**config.mk**
```make
export PLATFORM = sky130hd
export DESIGN_NAME = fxp_divider
export DESIGN_NICKNAME = d
export VERILOG_FILES = /design/src/rtl/fxdiv_pkg.sv /design/src/rtl/fxdiv_stages.sv /design/src/rtl/fxdiv_core.sv /design/src/rtl/fxp_divider.sv
export SDC_FILE = /design/constraint.sdc
export NUM_CORES = 1
export LEC_CHECK = 0
export CORE_UTILIZATION = 35
export DETAILED_ROUTE_END_ITERATION = 12
export DONT_BUFFER_PORTS = 1
export PLACE_DENSITY = 0.49
export SLEW_MARGIN = 20
export SYNTH_ARGS = -nofsm -noshare
export SYNTH_HDL_FRONTEND = slang
export SYNTH_HIERARCHICAL = 1
export SYNTH_SLANG_ARGS = --single-unit
```
**constraint.sdc**
```tcl
create_clock -name clk -period 67.6 [get_ports clk]
set_input_delay 20.28 -clock clk [delete_from_list [all_inputs] [get_ports clk]]
set_output_delay 20.28 -clock clk [all_outputs]
set_load 0.02 [all_outputs]
```
**src/rtl/fxdiv_pkg.sv**
```systemverilog
package fxdiv_pkg;

    typedef enum logic {
        SLOT_EMPTY  = 1'b0,
        SLOT_LOADED = 1'b1
    } slot_state_e;

    typedef enum logic {
        MODE_UNSIGNED = 1'b0,
        MODE_SIGNED   = 1'b1
    } div_mode_e;

    // Width of the scaled dividend: sign/guard bit + W + FRAC_W
    function automatic int unsigned scaled_width(input int unsigned w,
                                                 input int unsigned frac);
        return w + frac + 1;
    endfunction

endpackage

```
**src/rtl/fxdiv_stages.sv**
```systemverilog
module fxdiv_stages
    import fxdiv_pkg::*;
#(
    parameter int unsigned W      = 8,
    parameter int unsigned STAGES = 2
) (
    input  logic         clk,
    input  logic         rst,
    input  logic         go,
    input  logic [W-1:0] num_in,
    input  logic [W-1:0] den_in,
    output logic         tail_loaded,
    output logic [W-1:0] tail_num,
    output logic [W-1:0] tail_den
);

    typedef struct packed {
        slot_state_e  state;
        logic [W-1:0] num;
        logic [W-1:0] den;
    } slot_t;

    slot_t slot_q [STAGES];

    always_ff @(posedge clk) begin
        if (rst || !go) begin
            for (int i = 0; i < STAGES; i++) begin
                slot_q[i].state <= SLOT_EMPTY;
            end
        end else begin
            slot_q[0] <= '{state: SLOT_LOADED, num: num_in, den: den_in};
            for (int i = 1; i < STAGES; i++) begin
                slot_q[i] <= slot_q[i-1];
            end
        end
    end

    assign tail_loaded = (slot_q[STAGES-1].state == SLOT_LOADED);
    assign tail_num    = slot_q[STAGES-1].num;
    assign tail_den    = slot_q[STAGES-1].den;

endmodule

```
**src/rtl/fxdiv_core.sv**
```systemverilog
module fxdiv_core
    import fxdiv_pkg::*;
#(
    parameter int unsigned INT_W  = 4,
    parameter int unsigned FRAC_W = 4,
    parameter div_mode_e   MODE   = MODE_UNSIGNED
) (
    input  logic [INT_W+FRAC_W-1:0] num,
    input  logic [INT_W+FRAC_W-1:0] den,
    output logic [INT_W+FRAC_W-1:0] quo,
    output logic [INT_W+FRAC_W-1:0] rem
);

    localparam int unsigned W = INT_W + FRAC_W;
    localparam int unsigned E = scaled_width(W, FRAC_W);

    logic den_zero;
    assign den_zero = (den == '0);

    if (MODE == MODE_SIGNED) begin : g_signed
        logic signed [E-1:0] num_sc;
        logic signed [E-1:0] den_sx;
        logic signed [E-1:0] q_wide;
        logic signed [W:0]   a_sx;
        logic signed [W:0]   b_sx;
        logic signed [W:0]   r_trunc;
        logic signed [W:0]   r_floor;

        always_comb begin
            num_sc  = {num[W-1], num, {FRAC_W{1'b0}}};
            den_sx  = den_zero ? E'(1) : {{(FRAC_W+1){den[W-1]}}, den};
            q_wide  = num_sc / den_sx;
            a_sx    = {num[W-1], num};
            b_sx    = den_zero ? (W+1)'(1) : {den[W-1], den};
            r_trunc = a_sx % b_sx;
            r_floor = r_trunc;
            if (r_trunc != '0 && (r_trunc[W] != b_sx[W])) begin
                r_floor = r_trunc + b_sx;
            end
            if (den_zero) begin
                quo = '1;
                rem = num;
            end else begin
                quo = q_wide[W-1:0];
                rem = r_floor[W-1:0];
            end
        end
    end else begin : g_unsigned
        logic [E-1:0] num_sc;
        logic [E-1:0] den_zx;
        logic [E-1:0] q_wide;
        logic [W-1:0] den_safe;

        always_comb begin
            num_sc   = {1'b0, num, {FRAC_W{1'b0}}};
            den_zx   = den_zero ? E'(1) : {{(FRAC_W+1){1'b0}}, den};
            den_safe = den_zero ? W'(1) : den;
            q_wide   = num_sc / den_zx;
            if (den_zero) begin
                quo = '1;
                rem = num;
            end else begin
                quo = q_wide[W-1:0];
                rem = num % den_safe;
            end
        end
    end

endmodule

```
**src/rtl/fxp_divider.sv**
```systemverilog
module fxp_divider
    import fxdiv_pkg::*;
#(
    parameter int unsigned INT_W  = 4,
    parameter int unsigned FRAC_W = 4,
    parameter int unsigned STAGES = 2,
    parameter div_mode_e   MODE   = MODE_UNSIGNED
) (
    input  logic                    clk,
    input  logic                    rst,
    input  logic                    go,
    input  logic [INT_W+FRAC_W-1:0] dividend,
    input  logic [INT_W+FRAC_W-1:0] divisor,
    output logic [INT_W+FRAC_W-1:0] quotient,
    output logic [INT_W+FRAC_W-1:0] remainder,
    output logic                    done
);

    localparam int unsigned W = INT_W + FRAC_W;

    logic         tail_loaded;
    logic [W-1:0] tail_num;
    logic [W-1:0] tail_den;
    logic [W-1:0] core_quo;
    logic [W-1:0] core_rem;

    logic [W-1:0] quo_q;
    logic [W-1:0] rem_q;
    logic         done_q;

    fxdiv_stages #(
        .W      (W),
        .STAGES (STAGES)
    ) u_stages (
        .clk         (clk),
        .rst         (rst),
        .go          (go),
        .num_in      (dividend),
        .den_in      (divisor),
        .tail_loaded (tail_loaded),
        .tail_num    (tail_num),
        .tail_den    (tail_den)
    );

    fxdiv_core #(
        .INT_W  (INT_W),
        .FRAC_W (FRAC_W),
        .MODE   (MODE)
    ) u_core (
        .num (tail_num),
        .den (tail_den),
        .quo (core_quo),
        .rem (core_rem)
    );

    // Quotient and done carry a reset; the remainder register does not.
    always_ff @(posedge clk) begin
        if (rst) begin
            quo_q  <= '0;
            done_q <= 1'b0;
        end else if (go) begin
            quo_q  <= tail_loaded ? core_quo : '0;
            done_q <= tail_loaded;
        end else begin
            done_q <= 1'b0;
        end
    end

    always_ff @(posedge clk) begin
        if (!rst && go) begin
            rem_q <= tail_loaded ? core_rem : '0;
        end
    end

    assign quotient  = quo_q;
    assign remainder = rem_q;
    assign done      = done_q;

endmodule

```
== Word level (Yosys, flattened, before mapping) ==
Memory sizes are Yosys's and may differ from the RTL's.
Cells that the tools add are included.

* Bitwise operators: 3
* Divide/modulo/power cells: 2
* Reduce and logical (&&, ||, !) cells: 6
* Muxes and demuxes: 10

{| class="wikitable"
|+ Operator list
! operator !! count
|-
| 8-bit 2-to-1 mux || 5
|-
| 12-bit by 13-bit divider with 13-bit output || 1
|-
| 8-bit logical NOT || 1
|-
| 8-bit by 8-bit remainder unit with 8-bit output || 1
|-
| 1-bit 2-to-1 mux || 5
|-
| 1-bit logical NOT || 2
|-
| 1-bit OR || 2
|-
| 2-bit OR reduction || 1
|-
| 1-bit logical AND || 1
|-
| 1-bit logical OR || 1
|-
| 1-bit NOT || 1
|}

* Register bits: 17
* Word-level logic and storage cells: 25
* Input port bits: 19
* Memory bits (writable): 34
* Memories: 1

{| class="wikitable"
|+ Memory list
! name !! words !! width !! read ports !! clocked after Yosys merged registers in !! write ports !! RTL line !! RTL
|-
| u_stages.slot_q || 2 || 17 || 2 || 0 || 2 || fxdiv_stages.sv:23 || <nowiki>slot_t slot_q [STAGES];</nowiki>
|}

== Logic depth before layout (Yosys ltp) ==
Gate-level depths: netlist of the first run.
An unclocked memory read counts as a cell.

* Word-level depth: 6
* Mapped depth: 104
* Mapped depth without buffers: 95

== Cells and area by module ==
Netlist of the first run, hierarchy kept.

{| class="wikitable"
|+ By module, submodules not included
! module !! sequential area each (um^2) !! area an instance (um^2) !! instances !! cells each
|-
| fxdiv_core || 0.0 || 5,572.8 || 1 || 764
|-
| fxdiv_stages || 1,001.0 || 1,452.6 || 1 || 91
|-
| fxp_divider || 420.4 || 726.9 || 1 || 55
|}

== Least setup slack after synthesis of the first run ==
OpenSTA, ideal clock, no wires.

* Path kind: in2reg
* Start: in go
* End: mem u_stages/slot_q[0][0] (netlist bit) (enable)
* Slack: 45.284 ns
* Setup time: 0.425 ns
* Path buffers: 1
* Arrival: 21.891 ns
* Stages on the path: 2
* Data required time: 67.175 ns
* Cells stage by stage: buf_2 nor2b_1

{| class="wikitable"
|+ RTL lines
! what !! RTL line !! RTL
|-
| start, declared || fxp_divider.sv:11 || <nowiki>input logic go,</nowiki>
|-
| end, declared || fxdiv_stages.sv:23 ||
|}

==> reports/qor.txt, run 1 <==
CTS Buf Count: 5
1st-pass router iterations: 4
Core box area: 21800 µm²
R2R Path Start: u_stages/slot_q[0][24]
Gr usage total: 18.4%
Placed cells: 1149
CTS Buffer Depth: 2
Die Ht: 151 µm
Die width: 151 µm
FILL cells: 2276
Worst Setup Path Type: flip-flop to flip-flop
TritonCTS clock tree: done
Minimum clock period: 23980 ps
Clk root buf: clkbuf_16
Clock Skew: 7.73 ps
R2R setup slack: 43620 ps
Distinct cells, synth: 79
Reg2Reg Depth: 87
Post-DP HPWL: 15800 µm
Hold slack: 473 ps
CP Capture Type: flip-flop
Setup Viol. Count Final: 0
Drt drc: 0
Syn nets: 1040
Library cell appearing most often on the critical path: ha_1
Layout cells sized above 1: 10.9%
Yosys top cell area share: 17.6%
Die area: 22700 µm²
Gpl congestion: 0.826
Largest net degree at the start of global routing: 53
Post-Route WL: 20300 µm
Synth area leader: ha_1
Hold Crit Endpoint: u_stages/slot_q[0][33]
Post-synth EDFFs: 40
Rows: 54
Setup TNS: 0 ps
Fin cells: 1157
Nets: 1006
Slowest cell on the critical path: or4b_2
Post-synthesis async set-or-reset flop share: 0%
CP max stage delay: 680 ps
Vias in the first global route: 6148
Cts repair resizes: 0
WP data required: 67800 ps
F_max: 41.7 MHz
Mapped Area: 7750 µm²
Syn. warnings: 6
Clock Pin Slew Worst Setup and Hold Paths: 70 ps
GRT overflow: 0
Area occupied by multi-input gates: 5930 µm²
Top post-synthesis cells by count: ha_1, a21oi_1, nor2_1, o21ai_0, nand2_1
Ports: 36
Avg WL per Cell: 17.5 µm
Critical hold path startpoint: u_stages/slot_q[0][16]
Worst skew pair latency: 300 ps
PortBufs: 0
Post-CTS Setup Inserts: 0
Yosys reg bits: 51
Final Util: 37.0%
Hold Crit Depth: 1
Max-cap viol count: 0
R2r endpoint: quotient[0]
Slew headroom: 31.4%
Sequential Area: 1420 µm²
First-pass GRT wire length: 32800 µm
Top cells by area, synth: ha_1, edfxtp_1, mux2_2, a21oi_1, and3b_1
Initial antenna violation count: 0
First-iteration detailed-routing DRC count: 390
Final Slew Violations: 0
Crit path launch type: flip-flop
Post-DRT Antenna Nets: 0
Crit path max fanout: 24
Average size of a mapped cell: 8.52 µm²
H-tree levels: 2
Diodes inserted: 0
Actual slew at the worst max-slew pin: 1030 ps
Unrepaired setup endpoints after global routing: no
P&R area growth vs syn: 3.86%
DR vias: 6413
Hold Violations, Final: 0
Initial Utilization: 35.6%
Vias per cell: 5.54
Mapped Cells: 910
Status: finished, final reports clean
Sink Count: 51
Hold Path Class: flip-flop to flip-flop
Top-count cell post-synth: ha_1
Worst EP arrival: 24180 ps
Register area share after synthesis: 18.3%
Hold Buf Count CTS: 0
Final period util: 35.5%
Primary FF master, synth: edfxtp_1
-- through the flow --
stage	worst slack [ps]	cell area (µm²)
after CTS	43260	8040
after detailed placement	43370	7890
after floorplan	45280	7750
after global placement	43800	7890
after global routing	41640	8050
final	43620	8050
-- placed cells by master (no fill, tap or decap), drive strengths merged, types with 5 or more instances in the layout --
cell,count
o21a,26
inv,37
clkbuf,5
o21bai,5
nand2,49
nor4,5
mux2,33
o31ai,8
a21boi,7
and3b,34
and3,8
mux2i,11
buf,9
ha,109
xnor2,25
a31oi,5
and4,5
a21oi,73
nor2,59
or3,10
nor2b,14
dfxtp,11
a21o,27
xor2,21
a221oi,5
nand3,17
nand2b,24
edfxtp,40
and2,16
a211oi,9
nor3,38
o211ai,9
o21ai,60
-- cells by family after synthesis --
kind of cell / count (synthesis) / synth area share (%)
mux: 44 / 6.26
xor+xnor: 46 / 5.20
simple gates: 297 / 22.2
fa+ha+maj: 111 / 18.1
buf+inv: 85 / 5.39
compound gates: 276 / 24.5
flops: 51 / 18.3
-- worst max path at each step --
stage | startpoint | endpoint | slack, ps | cells past startpoint
4_1_cts | u_stages/slot_q[0][24] | quotient[0] | 43260 | 87
2_1_floorplan | go | u_stages/slot_q[0][0] | 45280 | 2
3_3_place_gp | u_stages/slot_q[0][24] | quotient[0] | 43800 | 89
6_report | u_stages/slot_q[0][24] | quotient[0] | 43620 | 87
3_5_place_dp | u_stages/slot_q[0][24] | quotient[0] | 43370 | 86
5_1_grt | u_stages/slot_q[0][24] | quotient[0] | 41640 | 88
-- flip-flops by register name, indices dropped and copies added (netlist names) --
register	cells
quotient	8
u_stages/slot_q	34
remainder	8
done	1
-- critical path, delay by kind of cell, from the launching register on --
kind | cells | cell delay [ps]
buffers and inverters | 2 | 500
multiplexers | 5 | 2010
adder cells (fa/ha/maj) | 13 | 4070
AND/OR/NAND/NOR | 20 | 5220
flip-flops | 1 | 580
AO/OA/AOI/OAI | 47 | 11530
-- layout make-up --
class                      count  share of cell area, %
clock inverter                 3                  0.342
clock buffer                   5                   1.55
multi-input combinational    774                   73.6
inverter                      35                   1.63
timing repair buffer           9                  0.839
tap                          280                   4.35
sequential                    51                   17.7
-- per-layer routing --
metal	part of all wire, %	track usage (%)	vias to the layer above
met4	0.76	2.60	0
met2	44	29.4	85
li1	-	-	3346
met5	0	0	-
met1	53	27.2	2971
met3	2.2	1.48	11
Power of run 1 is left out: the tool's default activity adds up to more than one toggle a clock period on the data nets, which glitch-free logic cannot reach.
==> run 2: changes to the inputs <==
--- a/config.mk
+++ b/config.mk
@@ -8,7 +8,7 @@
 export CORE_UTILIZATION = 35
 export DETAILED_ROUTE_END_ITERATION = 12
 export DONT_BUFFER_PORTS = 1
-export PLACE_DENSITY = 0.49
+export PLACE_DENSITY = 0.51
 export SLEW_MARGIN = 20
 export SYNTH_ARGS = -nofsm -noshare
 export SYNTH_HDL_FRONTEND = slang
==> constraint.sdc (replaced) <==
create_clock -name clk -period 19.63 [get_ports clk]
set_input_delay 5.889 -clock clk [delete_from_list [all_inputs] [get_ports clk]]
set_output_delay 5.889 -clock clk [all_outputs]
set_load 0.02 [all_outputs]
==> run 2 against run 1 <==
Non-clock buffer count grew 104. Cell count grew 9.0%. Clock-buffer cell count is the same. Clock skew shrank 3.5 ps. Routed wire length grew 4.6%. Worst setup slack lost 43000 ps. Utilization grew 6.5 points. Sequential share of layout area shrank 2.6 points. Maximum frequency grew 27%. Die area is the same. Flip-flop and latch count is the same. Largest cell class unchanged.
==> reports/qor.txt, run 2 (synthesis results as in run 1) <==
CTS Buf Count: 5
First-pass GRT wire length: 32900 µm
PortBufs: 0
First-iteration detailed-routing DRC count: 298
Clock Pin Slew Worst Setup and Hold Paths: 70 ps
CP Capture Type: flip-flop
WP data required: 19820 ps
Die width: 151 µm
GRT overflow: 0
Hold Violations, Final: 0
Die area: 22700 µm²
Ports: 36
Gpl congestion: 0.852
DR vias: 6955
Vias in the first global route: 6410
Status: finished, final reports clean
Post-DP HPWL: 15800 µm
Die Ht: 151 µm
1st-pass router iterations: 5
Crit path max fanout: 11
Hold Path Class: flip-flop to flip-flop
P&R area growth vs syn: 22.2%
Layout cells sized above 1: 29.2%
Cell Area, Placed: 8340 µm²
Vias per cell: 5.52
Slowest cell on the critical path: or4b_4
Worst EP arrival: 19030 ps
Library cell appearing most often on the critical path: ha_1
Diodes inserted: 0
Biggest register: u_stages/slot_q
Post-Route WL: 21200 µm
Largest net degree at the start of global routing: 53
Most frequent cells in the layout: buf_4, ha_1, nor2_1
Drt drc: 0
Setup Viol. Count Final: 0
Nets: 1110
Hold Buf Count CTS: 0
Initial Utilization: 35.6%
Gr usage total: 18.1%
Initial antenna violation count: 0
Final Slew Violations: 0
Core box area: 21800 µm²
Clk root buf: clkbuf_16
Sink Count: 51
Post-DRT Antenna Nets: 0
H-tree levels: 2
TritonCTS clock tree: done
Design Area, Final: 9470 µm²
Crit path launch type: flip-flop
Top delay family on crit path: compound AO/OA/AOI/OAI gates
Placed cells: 1200
Rows: 54
CP max stage delay: 530 ps
Worst skew pair latency: 290 ps
Max reg flops: 34
Actual slew at the worst max-slew pin: 1020 ps
Final period util: 96.0%
Minimum clock period: 18850 ps
Max-cap viol count: 0
F_max: 53.1 MHz
Clock Skew: 4.20 ps
CP bufs+invs: 11
Worst Setup Path Type: flip-flop to flip-flop
Avg WL per Cell: 16.8 µm
CTS Buffer Depth: 2
Fin cells: 1261
Commonest non-fill, non-tap cell in the layout: buf_4
Slew headroom: 32.0%
[run 2: cell count changes in the layout (fill, tap and decap cells not counted), moves of 4 or more]
cell / change
mux2_2: -5
o21ai_1: +8
ha_1: -21
a21oi_1: -13
nor2_1: -4
o21ai_0: -22
ha_4: +17
mux2_4: +5
buf_4: +96
o21ai_2: +14
buf_6: +5
ha_2: +4
a21oi_2: +11
mux2i_1: -4
[run 2: worst register-to-register path: cells and delay by family (launching register included)]
family | cells | cell delay (ps)
AND/OR/NAND/NOR | 24 | 5040
AO/OA/AOI/OAI | 37 | 6270
multiplexers | 5 | 1680
flip-flops | 1 | 430
buffers and inverters | 11 | 1560
adder cells (fa/ha/maj) | 13 | 3740
[run 2: layout make-up]
cell class	instances	area, µm²
clock buffers	5	125
clock inverters	3	27.5
fillers	2155	12300
inverters	35	131
multi-input cells	774	6510
flip-flops and latches	51	1420
well taps	280	350
repair buffers	113	905
[run 2: through the flow]
stage	setup slack [ps]	utilization [%]	hold WS [ps]	setup TNS (ps)
2_1_floorplan	34.9	-	448	0
3_3_place_gp	-201	38.3	464	-201
3_5_place_dp	-474	38.3	459	-474
4_1_cts	15.8	39.7	476	0
5_1_grt	-106	43.5	508	-106
6_report	781	43.5	477	0
[run 2: final timing paths]
check / from / to / slack, ps / cells after the start
setup / recovery: u_stages/slot_q[0][24] / quotient[0] / 780 / 90
hold / removal: u_stages/slot_q[0][16] / u_stages/slot_q[0][33] / 480 / 1
setup reg to reg: u_stages/slot_q[0][24] / quotient[0] / 780 / 90
hold reg to reg: u_stages/slot_q[0][16] / u_stages/slot_q[0][33] / 480 / 1
[run 2: metal layers]
metal | vias to the layer above | track usage (%) | routed length, µm | share of wire (%)
met5 | - | 0 | 0 | 0
met4 | 0 | 4.20 | 495 | 2.3
met3 | 27 | 0.873 | 554 | 2.6
met2 | 130 | 29.9 | 9540 | 45
met1 | 3241 | 25.9 | 10600 | 50
li1 | 3557 | - | - | -
[run 2: repair_timing]
action,CTS,global route
setup buffers,10,43
cloned,0,0
setup endpoints to repair,1,1
gates resized for setup,18,103
pin swaps,10,57
Power of run 2 is left out for the same reason.
